$ cat src/rtl/frs_pkg.sv
package frs_pkg;
    localparam int STAT_W   = 32;
    localparam int BIT_LAST = 0;
    localparam int BIT_STOP = 1;
    localparam int BIT_TERR = 2;
    localparam int BIT_DV   = 9;

    typedef enum logic [1:0] {
        S_IDLE  = 2'd0,
        S_ARMED = 2'd1,
        S_SEND  = 2'd2
    } frs_state_e;
endpackage

$ cat src/rtl/frs_edge_det.sv
module frs_edge_det (
    input  logic clk,
    input  logic rst,
    input  logic level_i,
    output logic rise_o
);
    logic prev_d, prev_q;

    always_comb begin
        prev_d = level_i;
    end

    always_ff @(posedge clk) begin
        if (rst) prev_q <= 1'b0;
        else     prev_q <= prev_d;
    end

    assign rise_o = level_i & ~prev_q;
endmodule

$ cat src/rtl/frs_frame_cnt.sv
module frs_frame_cnt #(
    parameter int CNT_W = 16
) (
    input  logic             clk,
    input  logic             rst,
    input  logic             load_i,
    input  logic [CNT_W-1:0] load_val_i,
    input  logic             dec_i,
    input  logic             clr_i,
    output logic             last_o
);
    localparam logic [CNT_W-1:0] ONE = CNT_W'(1);

    logic [CNT_W-1:0] remain_d, remain_q;

    always_comb begin
        remain_d = remain_q;
        if (clr_i)       remain_d = '0;
        else if (load_i) remain_d = load_val_i;
        else if (dec_i)  remain_d = remain_q - ONE;
    end

    always_ff @(posedge clk) begin
        if (rst) remain_q <= '0;
        else     remain_q <= remain_d;
    end

    assign last_o = (remain_q == ONE);

    // a frame is never counted once the run is exhausted
    a_r2_no_underflow: assert property (@(posedge clk) disable iff (rst)
        dec_i |-> remain_q != '0);
endmodule

$ cat src/rtl/frs_status_pack.sv
module frs_status_pack
    import frs_pkg::*;
(
    input  logic              last_i,
    input  logic              stop_i,
    input  logic              terr_i,
    input  logic              dv_i,
    output logic [STAT_W-1:0] word_o
);
    always_comb begin
        for (int b = 0; b < STAT_W; b++) begin
            case (b)
                BIT_LAST: word_o[b] = last_i;
                BIT_STOP: word_o[b] = stop_i;
                BIT_TERR: word_o[b] = terr_i;
                BIT_DV:   word_o[b] = dv_i;
                default:  word_o[b] = 1'b0;
            endcase
        end
    end
endmodule

$ cat src/rtl/frame_run_seq.sv
module frame_run_seq
    import frs_pkg::*;
#(
    parameter int CNT_W = 16
) (
    input  logic              clk,
    input  logic              rst,
    input  logic              start_valid,
    input  logic [CNT_W-1:0]  start_count,
    input  logic              stop_req,
    input  logic              timing_err,
    input  logic              sync_dv,
    output logic              frm_valid,
    input  logic              frm_ready,
    output logic [STAT_W-1:0] frm_status
);
    typedef struct packed {
        frs_state_e        st;
        logic              stop_pend;
        logic              terr_pend;
        logic              last;
        logic [STAT_W-1:0] word;
    } ctl_t;

    ctl_t ctl_d, ctl_q;

    logic              dv_rise;
    logic              cnt_last;
    logic              cnt_load, cnt_dec, cnt_clr;
    logic              terr_now, stop_now;
    logic              pk_last;
    logic [STAT_W-1:0] pk_word;

    frs_edge_det u_edge (
        .clk     (clk),
        .rst     (rst),
        .level_i (sync_dv),
        .rise_o  (dv_rise)
    );

    frs_frame_cnt #(.CNT_W(CNT_W)) u_cnt (
        .clk        (clk),
        .rst        (rst),
        .load_i     (cnt_load),
        .load_val_i (start_count),
        .dec_i      (cnt_dec),
        .clr_i      (cnt_clr),
        .last_o     (cnt_last)
    );

    assign terr_now = timing_err | ctl_q.terr_pend;
    assign stop_now = stop_req   | ctl_q.stop_pend;
    assign pk_last  = terr_now | stop_now | cnt_last;

    frs_status_pack u_pack (
        .last_i (pk_last),
        .stop_i (stop_now),
        .terr_i (terr_now),
        .dv_i   (sync_dv),
        .word_o (pk_word)
    );

    always_comb begin
        ctl_d    = ctl_q;
        cnt_load = 1'b0;
        cnt_dec  = 1'b0;
        cnt_clr  = 1'b0;
        case (ctl_q.st)
            S_IDLE: begin
                ctl_d.stop_pend = 1'b0;
                ctl_d.terr_pend = 1'b0;
                if (start_valid && start_count != '0) begin
                    cnt_load = 1'b1;
                    ctl_d.st = S_ARMED;
                end
            end
            S_ARMED: begin
                if (terr_now) begin
                    cnt_clr         = 1'b1;
                    ctl_d.word      = pk_word;
                    ctl_d.last      = 1'b1;
                    ctl_d.stop_pend = 1'b0;
                    ctl_d.terr_pend = 1'b0;
                    ctl_d.st        = S_SEND;
                end else if (dv_rise) begin
                    if (stop_now) cnt_clr = 1'b1;
                    else          cnt_dec = 1'b1;
                    ctl_d.word      = pk_word;
                    ctl_d.last      = pk_last;
                    ctl_d.stop_pend = 1'b0;
                    ctl_d.st        = S_SEND;
                end else if (stop_req) begin
                    ctl_d.stop_pend = 1'b1;
                end
            end
            S_SEND: begin
                if (!ctl_q.last) begin
                    if (stop_req)   ctl_d.stop_pend = 1'b1;
                    if (timing_err) ctl_d.terr_pend = 1'b1;
                end
                if (frm_ready) ctl_d.st = ctl_q.last ? S_IDLE : S_ARMED;
            end
            default: ctl_d.st = S_IDLE;
        endcase
    end

    always_ff @(posedge clk) begin
        if (rst) ctl_q <= '0;
        else     ctl_q <= ctl_d;
    end

    assign frm_valid  = (ctl_q.st == S_SEND);
    assign frm_status = ctl_q.word;

    // a stalled frame keeps its word
    a_r8_hold_stable: assert property (@(posedge clk) disable iff (rst)
        (frm_valid && !frm_ready) |=> (frm_valid && $stable(frm_status)));

    // nothing follows an accepted final frame
    a_r5_quiet_after_last: assert property (@(posedge clk) disable iff (rst)
        (frm_valid && frm_ready && frm_status[BIT_LAST]) |=> !frm_valid);

    // a stop flag always comes with the last-frame flag
    a_r3_stop_is_last: assert property (@(posedge clk) disable iff (rst)
        (frm_valid && frm_status[BIT_STOP]) |-> frm_status[BIT_LAST]);

    // a timing error while armed gives an error frame next cycle
    a_r4_terr_immediate: assert property (@(posedge clk) disable iff (rst)
        (ctl_q.st == S_ARMED && timing_err) |=>
            (frm_valid && frm_status[BIT_TERR] && frm_status[BIT_LAST]));

    // only the defined bits may be set
    a_r6_reserved_zero: assert property (@(posedge clk) disable iff (rst)
        frm_valid |-> (frm_status & ~32'h0000_0207) == '0);
endmodule

$ cat config.mk
export PLATFORM = sky130hd
export DESIGN_NAME = frame_run_seq
export DESIGN_NICKNAME = d
export VERILOG_FILES = /design/src/rtl/frs_pkg.sv /design/src/rtl/frs_edge_det.sv /design/src/rtl/frs_frame_cnt.sv /design/src/rtl/frs_status_pack.sv /design/src/rtl/frame_run_seq.sv
export SDC_FILE = /design/constraint.sdc
export NUM_CORES = 1
export LEC_CHECK = 0
export ABC_AREA = 1
export BUFFER_PORTS_ARGS = -buffer_cell sky130_fd_sc_hd__clkbuf_2
export CELL_PAD_IN_SITES_DETAIL_PLACEMENT = 1
export CELL_PAD_IN_SITES_GLOBAL_PLACEMENT = 1
export CORE_MARGIN = 4
export CORE_UTILIZATION = 36
export DETAILED_ROUTE_END_ITERATION = 8
export GPL_TIMING_DRIVEN = 0
export MAX_ROUTING_LAYER = met4
export PLACE_DENSITY = 0.86
export RECOVER_POWER = 25
export SLEW_MARGIN = 20
export SYNTH_ARGS = -nofsm -noshare
export SYNTH_HDL_FRONTEND = slang
export SYNTH_SLANG_ARGS = --single-unit
$ cat constraint.sdc
create_clock -name clk -period 1.8 [get_ports clk]
set_clock_uncertainty 0.2 [all_clocks]
set_input_delay 0.18 -clock clk [delete_from_list [all_inputs] [get_ports clk]]
set_output_delay 0.18 -clock clk [all_outputs]
set_load 0.005 [all_outputs]
# Word-level counts from Yosys, hierarchy flattened
# Index checks and enable logic that the tools add are counted.
dict set report word_totals {
  regBits 54
  inputBits 23
  out_inout_bits 33
  word_cells 60
}
dict set report op_classes {
  n_addsub 1
  n_eq_ne 9
  muxes 26
  bitwise 6
  reduce_logical 11
}
# op count
set op_table {}
lappend op_table {{$mux W33} 2}
lappend op_table {{$mux W16} 2}
lappend op_table {{$eq A16 B1 Y1 const B} 1}
lappend op_table {{$reduce_bool A16 Y1} 1}
lappend op_table {{$sub A16 B1 Y16 const B} 1}
lappend op_table {{$mux W1} 15}
lappend op_table {{$pmux W2 S3} 2}
lappend op_table {{$mux W2} 4}
lappend op_table {{$ne A2 B2 Y1 const B} 4}
lappend op_table {{$or A1 B1 Y1} 4}
lappend op_table {{$reduce_and A2 Y1} 2}
lappend op_table {{$reduce_and A4 Y1} 1}
lappend op_table {{$reduce_bool A2 Y1} 2}
lappend op_table {{$mux W3} 1}
lappend op_table {{$ne A3 B3 Y1 const B} 1}
lappend op_table {{$reduce_and A3 Y1} 1}
lappend op_table {{$reduce_bool A3 Y1} 1}
lappend op_table {{$eq A2 B1 Y1 const B} 1}
lappend op_table {{$eq A2 B2 Y1 const B} 1}
lappend op_table {{$logic_not A2 Y1} 1}
lappend op_table {{$ne A2 B1 Y1 const B} 1}
lappend op_table {{$reduce_or A2 Y1} 1}
lappend op_table {{$and A1 B1 Y1} 1}
lappend op_table {{$logic_and A1 B1 Y1} 1}
lappend op_table {{$not A1 Y1} 1}

# Depth between registers and ports, before layout
# Gate-level depths: netlist of run 1.
dict set report logic_depth {
  word_depth 7
  ltp_mapped 11
  ltp_nobuf 11
}

# Hierarchy
# Synthesis of run 1 repeated with hierarchy kept, for this count alone.
dict set report unflattened {
  hier_cells 453
  area_unflattened_um2 3191.8
}
# module n_inst cells_each area_each_um2 seq_area_each_um2
set modules_own_cells {}
lappend modules_own_cells {frame_run_seq 1 244 1789.2 740.7}
lappend modules_own_cells {frs_frame_cnt 1 172 1127.3 320.3}
lappend modules_own_cells {frs_status_pack 1 33 244.0 0.0}
lappend modules_own_cells {frs_edge_det 1 4 31.3 20.0}

# Worst setup path before layout of run 1
# Ideal clock, no wire load.
dict set report synth_path {
  kind {register -> register}
  from {register ctl_q[36] in the netlist's numbering}
  to {register u_cnt.remain_q[7]}
  setup_ps 56
  t_arrival_ps 1335
  t_required_ps 1544
  setup_slack_ps 209
  stages_incl_launch_ff 11
  synth_period_minus_slack_ps 1591
  path_cell_list {dfxtp_1 > inv_1 > ha_1 > nand3_2 > nand3b_4 > buf_6 > nor2_1 > nand2_1 > nand3_1 > nand2_1 > inv_1}
}
dict set report synth_via {
  elab_chain_len 3
}
# item line_no
set synth_lines {}
lappend synth_lines {{start: declaration} frame_run_seq.sv:25} ;# ctl_t ctl_d, ctl_q;
lappend synth_lines {{start signal: assignment} frame_run_seq.sv:109} ;# else ctl_q <= ctl_d;
lappend synth_lines {{$eq A2 B1 Y1 or $logic_not A2 Y1 (tied branches)} frame_run_seq.sv:68} ;# case (ctl_q.st)
lappend synth_lines {{$mux W1} frame_run_seq.sv:68}
lappend synth_lines {{$reduce_bool A2 Y1 (no line) (tied with other cells)} n/a}
lappend synth_lines {{end signal: assignment} frs_frame_cnt.sv:25} ;# else remain_q <= remain_d;
lappend synth_lines {{end: declaration} frs_frame_cnt.sv:14} ;# logic [CNT_W-1:0] remain_d, remain_q;
# Parallel ways exist; a longest one is shown, timed or not.
# A chain may end at the register's enable or synchronous reset.

# Worst setup path in the final report of run 1
# Ends and elaborated chain as after synthesis.

==> results of run 1 <==
[final timing paths]
kind                       start                end  slack [ns]  depth (start not counted)
hold reg to reg    frm_status[0]      frm_status[0]        0.28                          2
setup reg to reg       ctl_q[36]  u_cnt.remain_q[7]        0.09                         10
setup / recovery       ctl_q[36]  u_cnt.remain_q[7]        0.09                         10
hold / removal    start_count[0]  u_cnt.remain_q[0]        0.01                          3
[critical path: stages (launching register included)]
cell and delay, ns:
dfxtp_4 0.37, inv_4 0.06, ha_4 0.17, nand3_4 0.09
nand3b_4 0.25, buf_8 0.19, nor2_1 0.09, nand2_1 0.06
nand3_1 0.08, nand2_1 0.05, inv_1 0.04
[area by class of cell]
class / count / area (sq um) / area share [%]
multi-input combinational: 265 / 1310 / 49.8
sequential: 26 / 528 / 20.1
buffer: 39 / 302 / 11.5
timing repair buffer: 29 / 175 / 6.66
inverter: 40 / 155 / 5.90
tap: 72 / 90.1 / 3.42
clock buffer: 3 / 41.3 / 1.57
clock inverter: 1 / 30.0 / 1.14
[power by group through the flow]
stage                     sequential, mW  clock, mW  combinational (mW)
final                              0.924      0.507                2.10
after global routing               0.951      0.541                2.41
after CTS                          0.893      0.517                1.99
after detailed placement           0.903          0                1.94
after global placement             0.892          0                1.86
after floorplan                    0.853          0                1.50
[flip-flops by register name (all words and copies together) (netlist names)]
| signal | flops |
|---|---|
| ctl_q | 5 |
| u_cnt.remain_q | 16 |
| u_edge.prev_q | 1 |
| frm_status | 4 |
[Yosys cell counts, types with 3 or more instances]
cell type | instances | area, sq um
nand2_1 | 79 | 297
ha_1 | 6 | 75.1
nand4_1 | 10 | 62.6
buf_4 | 33 | 248
inv_1 | 39 | 146
buf_6 | 3 | 33.8
nor2_2 | 7 | 43.8
nand3_1 | 30 | 150
a21oi_1 | 13 | 65.1
dfxtp_1 | 26 | 521
o21ai_0 | 7 | 35.0
nor2_1 | 64 | 240
nand2_2 | 3 | 18.8
[cell usage in the layout (no fill, tap or decap), types with 3 or more instances in the layout]
cell type and instances:
a21oi_1 13, buf_4 32, clkbuf_2 25, clkbuf_4 4
clkbuf_8 3, conb_1 28, dfxtp_1 24, ha_1 4
inv_1 36, nand2_1 79, nand2_2 3, nand3_1 30
nand4_1 10, nor2_1 60, nor2_2 10, o21ai_0 6
o21ai_1 3
[routing by layer]
layer  part of all wire (%)  wire, um
met1                     43      2750
met2                     52      3300
met3                    4.0       255
met4                    1.1        69
met5                      0         0
[per-stage QoR]
step	std cells	hold WS, ns	total power [mW]
after detailed placement	466	0.265	2.84
after floorplan	369	0.116	2.35
final	475	0.0100	3.53
after global placement	466	0.256	2.75
after global routing	475	0.0406	3.91
after CTS	472	0.00802	3.40
[cell families after synthesis]
group                      count (synthesis)
and+or+nand+nor                          204
buffers and inverters                     79
DFF                                       26
AOI/OAI and AO/OA                         25
xor gates and xnor gates                   1
adders and majority gates                  6
other                                      1
[what timing repair did]
action / CTS / global route
buffers inserted: 0 / 2
hold endpoints to repair: 1 / 0
resized for setup: 3 / 20
hold buffers: 1 / 0
setup endpoints to repair: 13 / 17
pin swaps: 0 / 3
cloned: 1 / 1
==> results.md, run 1 <==
* Outcome: finished, final reports clean
* Residual DRC at 0
* Max cap viols at 0
* CTS tree: yes
* Syn Area/Cell at 6.19 sq um
* N_diodes at 0
* Critical Path AT at 1.75 ns
* Placed cell area at 0.00243 sq mm
* Min Tclk post-route at 1.71 ns
* Met3 Use GR at 2.65%
* WL final at 6370 um
* Grt peak-use layer: met2
* Most used DFF post-synth: dfxtp_1
* Pre-CTS WS at -0.0488 ns
* CP Max Fanout at 6
* Final setup vio count at 0
* Pin count of the biggest net entering global routing at 16
* Critical Path Source Type: flip-flop
* First-pass GRT wire length at 10500 um
* GRT overflow at 0
* WL/cell at 13.4 um
* Cell Pwr Density at 1340 mW/mm^2
* 1st-iter DRT viols at 79
* Yosys warning total at 0
* Area grow syn2layout at 24.4%
* Largest family of logic cells by synthesized area: simple AND/OR/NAND/NOR gates
* Reg power frac at 26.1%
* Vias per inst at 4.70
* Starting Density at 37.7%
* RePlAce Congestion at 0.839
* CP Capture Type: flip-flop
* Reg clk slew, reported paths at 0.10 ns
* CP required at 1.84 ns
* Max Slew Vio Count at 0
* Initial antenna violation count at 0
* # IOs at 56
* Final Hold Viols at 0
* FFs w/ async S/R, synth at 0%
* Mapped Area at 0.00212 sq mm
* Vias post-DR at 2232
* Worst Setup Slack, final at 0.0872 ns
* Compound-Gate Fraction of Synth Area at 6.27%
* Post-synthesis mux area share at 0%
* Synth Area in Adders at 3.55%
* Final nets at 433
* Skew-Pair Late Insertion Delay at 0.28 ns
* Clock Power Share at 14.3%
* Die area at 0.00717 sq mm
* Internal power at 1.85 mW
* Hpwl dp at 4780 um
* DRT antenna net count at 0
* Filler cells at 803
* Final TNS setup at 0 ns
* Post-synthesis simple-gate area fraction at 43.9%
* RSZ-0062 raised after global routing: yes
* CTS buffer count at 3
* Die H at 84.7 um
* Num rows at 27
* Gate power share at 59.5%
* Yosys cell types at 31
* Drt pass-1 iters at 4
* Gr usage total at 18.1%
* GR Util met2 at 32.2%
* Switching Share at 47.6%
* Post-synth EDFFs at 0
* Kind of critical path: reg2reg
* Hold Crit Class: in2reg
* NetSw at 1.68 mW
* Seq/Total Area, Yosys at 24.6%
* H-tree depth at 1
* Clock Sinks at 26
* PortBufs at 25
* Final Util at 46.9%
* Fin area at 0.00263 sq mm
* Synth Instances at 342
* Chip Width at 84.7 um
* VDD IR max at 0.000614 V
* FF+latch count, synth at 26
* Core area at 0.00561 sq mm
* CTS Root Cell: clkbuf_8
* Fin crit share at 95.2%
* Max clock buf depth at 2
* Met1 usage at 21.5%
* Fmax at 584 MHz
* Post-synthesis xor/xnor area fraction at 0.414%
* P_leak at 1.45 nW
* Fraction of layout cells with a size suffix above 1 at 25.1%
* Vias in the first global route at 2270
Note: power is estimated with default switching activity, not from simulation.
==> run 2: changes to the inputs <==
Settings changed: PLACE_DENSITY 0.86 to unset, PLACE_DENSITY_LB_ADDON set to 0.1.
==> results.md, run 2 (synthesized netlist as in run 1, its figures left out) <==
* CP Max Fanout at 6 (unchanged)
* CTS tree: yes
* Crit path buf inv count at 3 (unchanged)
* Switching Share at 48.9% (+1.3 points)
* Most common cell after layout, fill and taps aside: nand2_1
* Min Tclk post-route at 1.69 ns (-0.0258 ns)
* WL/cell at 13.1 um (-2.3%)
* # IOs at 56 (unchanged)
* H-tree depth at 1 (unchanged)
* Initial antenna violation count at 0 (unchanged)
* PortBufs at 25 (unchanged)
* CP delay by family, top: simple AND/OR/NAND/NOR gates
* Critical Path Source Type: flip-flop
* Vias per inst at 4.64 (-1.3%)
* Worst reg2reg path startpoint: ctl_q[36]
* Cell Pwr Density at 1320 mW/mm^2 (-1.4%)
* P_leak at 1.42 nW (-1.8%)
* Die area at 0.00717 sq mm (unchanged)
* R2r endpoint: u_cnt.remain_q[12]
* WL final at 6200 um (-2.7%)
* Dpl cells at 466 (unchanged)
* Fraction of layout cells with a size suffix above 1 at 24.9% (-0.12 points)
* Num rows at 27 (unchanged)
* R2r setup slk at 0.11 ns (+0.03 ns)
* Skew-Pair Late Insertion Delay at 0.27 ns (about the same)
* Hold EP: u_edge.prev_q
* Chip Width at 84.7 um (unchanged)
* Final setup vio count at 0 (unchanged)
* Reg power frac at 26.9% (+0.8 points)
* Clock Power Share at 11.6% (-2.7 points)
* GRT overflow at 0 (unchanged)
* Internal power at 1.74 mW (-5.9%)
* RSZ-0062 raised after global routing: yes
* Drt pass-1 iters at 4 (unchanged)
* Cells on worst reg2reg path at 9 (-1)
* Vias in the first global route at 2179 (-4.0%)
* NetSw at 1.67 mW (-0.94%)
* Hold Crit Class: in2reg
* Hpwl dp at 4910 um (+2.8%)
* Kind of critical path: reg2reg
* Clock Sinks at 26 (unchanged)
* Worst-path cell chain: inv_2 -> ha_4 -> nand3_4 -> nand3b_4 -> buf_6 -> nand3_1 -> nand3_1 -> nand2_1 -> inv_1
* Reg clk slew, reported paths at 0.10 ns (about the same)
* # hold bufs at CTS at 0 (-1)
* Vias post-DR at 2194 (-1.7%)
* Hold path start: sync_dv
* CP Capture Type: flip-flop
* RePlAce Congestion at 0.838 (-0.12%)
* VDD IR max at 0.000485 V (-21%)
* CP peak stage delay at 0.35 ns (-0.02 ns)
* CTS buffer count at 3 (unchanged)
* WHS at 0.00881 ns (-0.00123 ns)
* Worst path slowest cell: dfxtp_2
* CP required at 1.79 ns (-0.05 ns)
* Final Hold Viols at 0 (unchanged)
* Core area at 0.00561 sq mm (unchanged)
* Max reg flops at 16 (unchanged)
* Gate power share at 61.5% (+2.0 points)
* CTS Root Cell: clkbuf_8
* Max Slew Vio Count at 0 (unchanged)
* Largest register by flop count: u_cnt.remain_q
* Max clock buf depth at 2 (unchanged)
* Pin count of the biggest net entering global routing at 15 (-1)
* 1st-iter DRT viols at 54 (-32%)
* DRT antenna net count at 0 (unchanged)
* Fmax at 593 MHz (+1.5%)
* N_diodes at 0 (unchanged)
* Starting Density at 37.7% (unchanged)
* Area grow syn2layout at 21.7%
* Most frequent cells in the layout: nand2_1, nor2_1, inv_1
* Hold path depth at 3 (unchanged)
* Critical path startpoint: ctl_q[36]
* Cell mode on critical path: nand3_1
* Gr usage total at 17.7% (-0.48 points)
* Die H at 84.7 um (unchanged)
* Outcome: finished, final reports clean
* Critical Path AT at 1.67 ns (-0.08 ns)
* Fin crit share at 93.7% (-1.4 points)
* Non-Filler Instances at 473 (-0.42%)
* Max cap viols at 0 (unchanged)
* Final nets at 431 (-0.46%)
* First-pass GRT wire length at 10100 um (-3.5%)
* Residual DRC at 0 (unchanged)
[run 2: cell count changes in the layout (fill, tap and decap cells not counted), moves of 2 or more]
cell      before  now
inv_4          2    0
clkbuf_4       4    0
buf_4         32   34
buf_6          2    4
inv_2          2    4
nor2_2        10    8
[run 2: metal layers]
layer / vias up / routed length, um / track usage, %
met1: 1021 / 2900 / 22.2
met2: 33 / 3080 / 30.2
met5: - / 0 / -
met3: 7 / 134 / 1.67
met4: 0 / 87 / 4.60
li1: 1133 / - / -
[run 2: repair_timing]
item	in CTS	in global routing
gates resized for setup	3	17
pin swaps	0	3
buffers inserted	0	1
endpoints found under the setup margin	9	17
gates cloned	1	1
[run 2: worst max path at each step]
stage | endpoint | cells past startpoint
5_1_grt | u_cnt.remain_q[12] | 9
3_5_place_dp | u_cnt.remain_q[12] | 9
2_1_floorplan | u_cnt.remain_q[7] | 10
6_report | u_cnt.remain_q[12] | 9
4_1_cts | u_cnt.remain_q[7] | 10
3_3_place_gp | u_cnt.remain_q[7] | 10
[run 2: per-stage QoR]
| step | util [%] | cell area, sq um | TNS (ns) | power, mW | setup WS [ns] |
|---|---|---|---|---|---|
| final | 45.9 | 2570 | 0 | 3.41 | 0.113 |
| after global routing | 45.9 | 2570 | -0.0122 | 3.78 | -0.0122 |
| after CTS | 44.8 | 2510 | 0 | 3.29 | 0.00279 |
| after detailed placement | 43.4 | 2430 | -0.103 | 2.86 | -0.0393 |
| after global placement | 43.4 | 2430 | 0 | 2.79 | 0.00881 |
| after floorplan | - | 2220 | 0 | 2.35 | 0.209 |
[run 2: power groups by stage]
stage	registers [mW]	clock network (mW)	logic, mW
global placement	0.894	0	1.90
global route	0.939	0.430	2.41
detailed placement	0.905	0	1.95
CTS	0.893	0.401	1.99
floorplan	0.853	0	1.50
finish	0.917	0.395	2.10
[run 2: layout make-up]
type	count	area, sq um
plain buffers	39	302
clock buffers	4	55.1
fillers	819	3030
inverters	40	150
multi-input cells	265	1320
flip-flops and latches	26	526
well taps	72	90.1
repair buffers	27	138
[run 2: worst reg2reg max path, delay by kind of cell, from the launching register on]
kind	cells	cell delay [ns]
buffers and inverters	3	0.30
flip-flops	1	0.35
adder cells (fa/ha/maj)	1	0.17
AND/OR/NAND/NOR	5	0.59
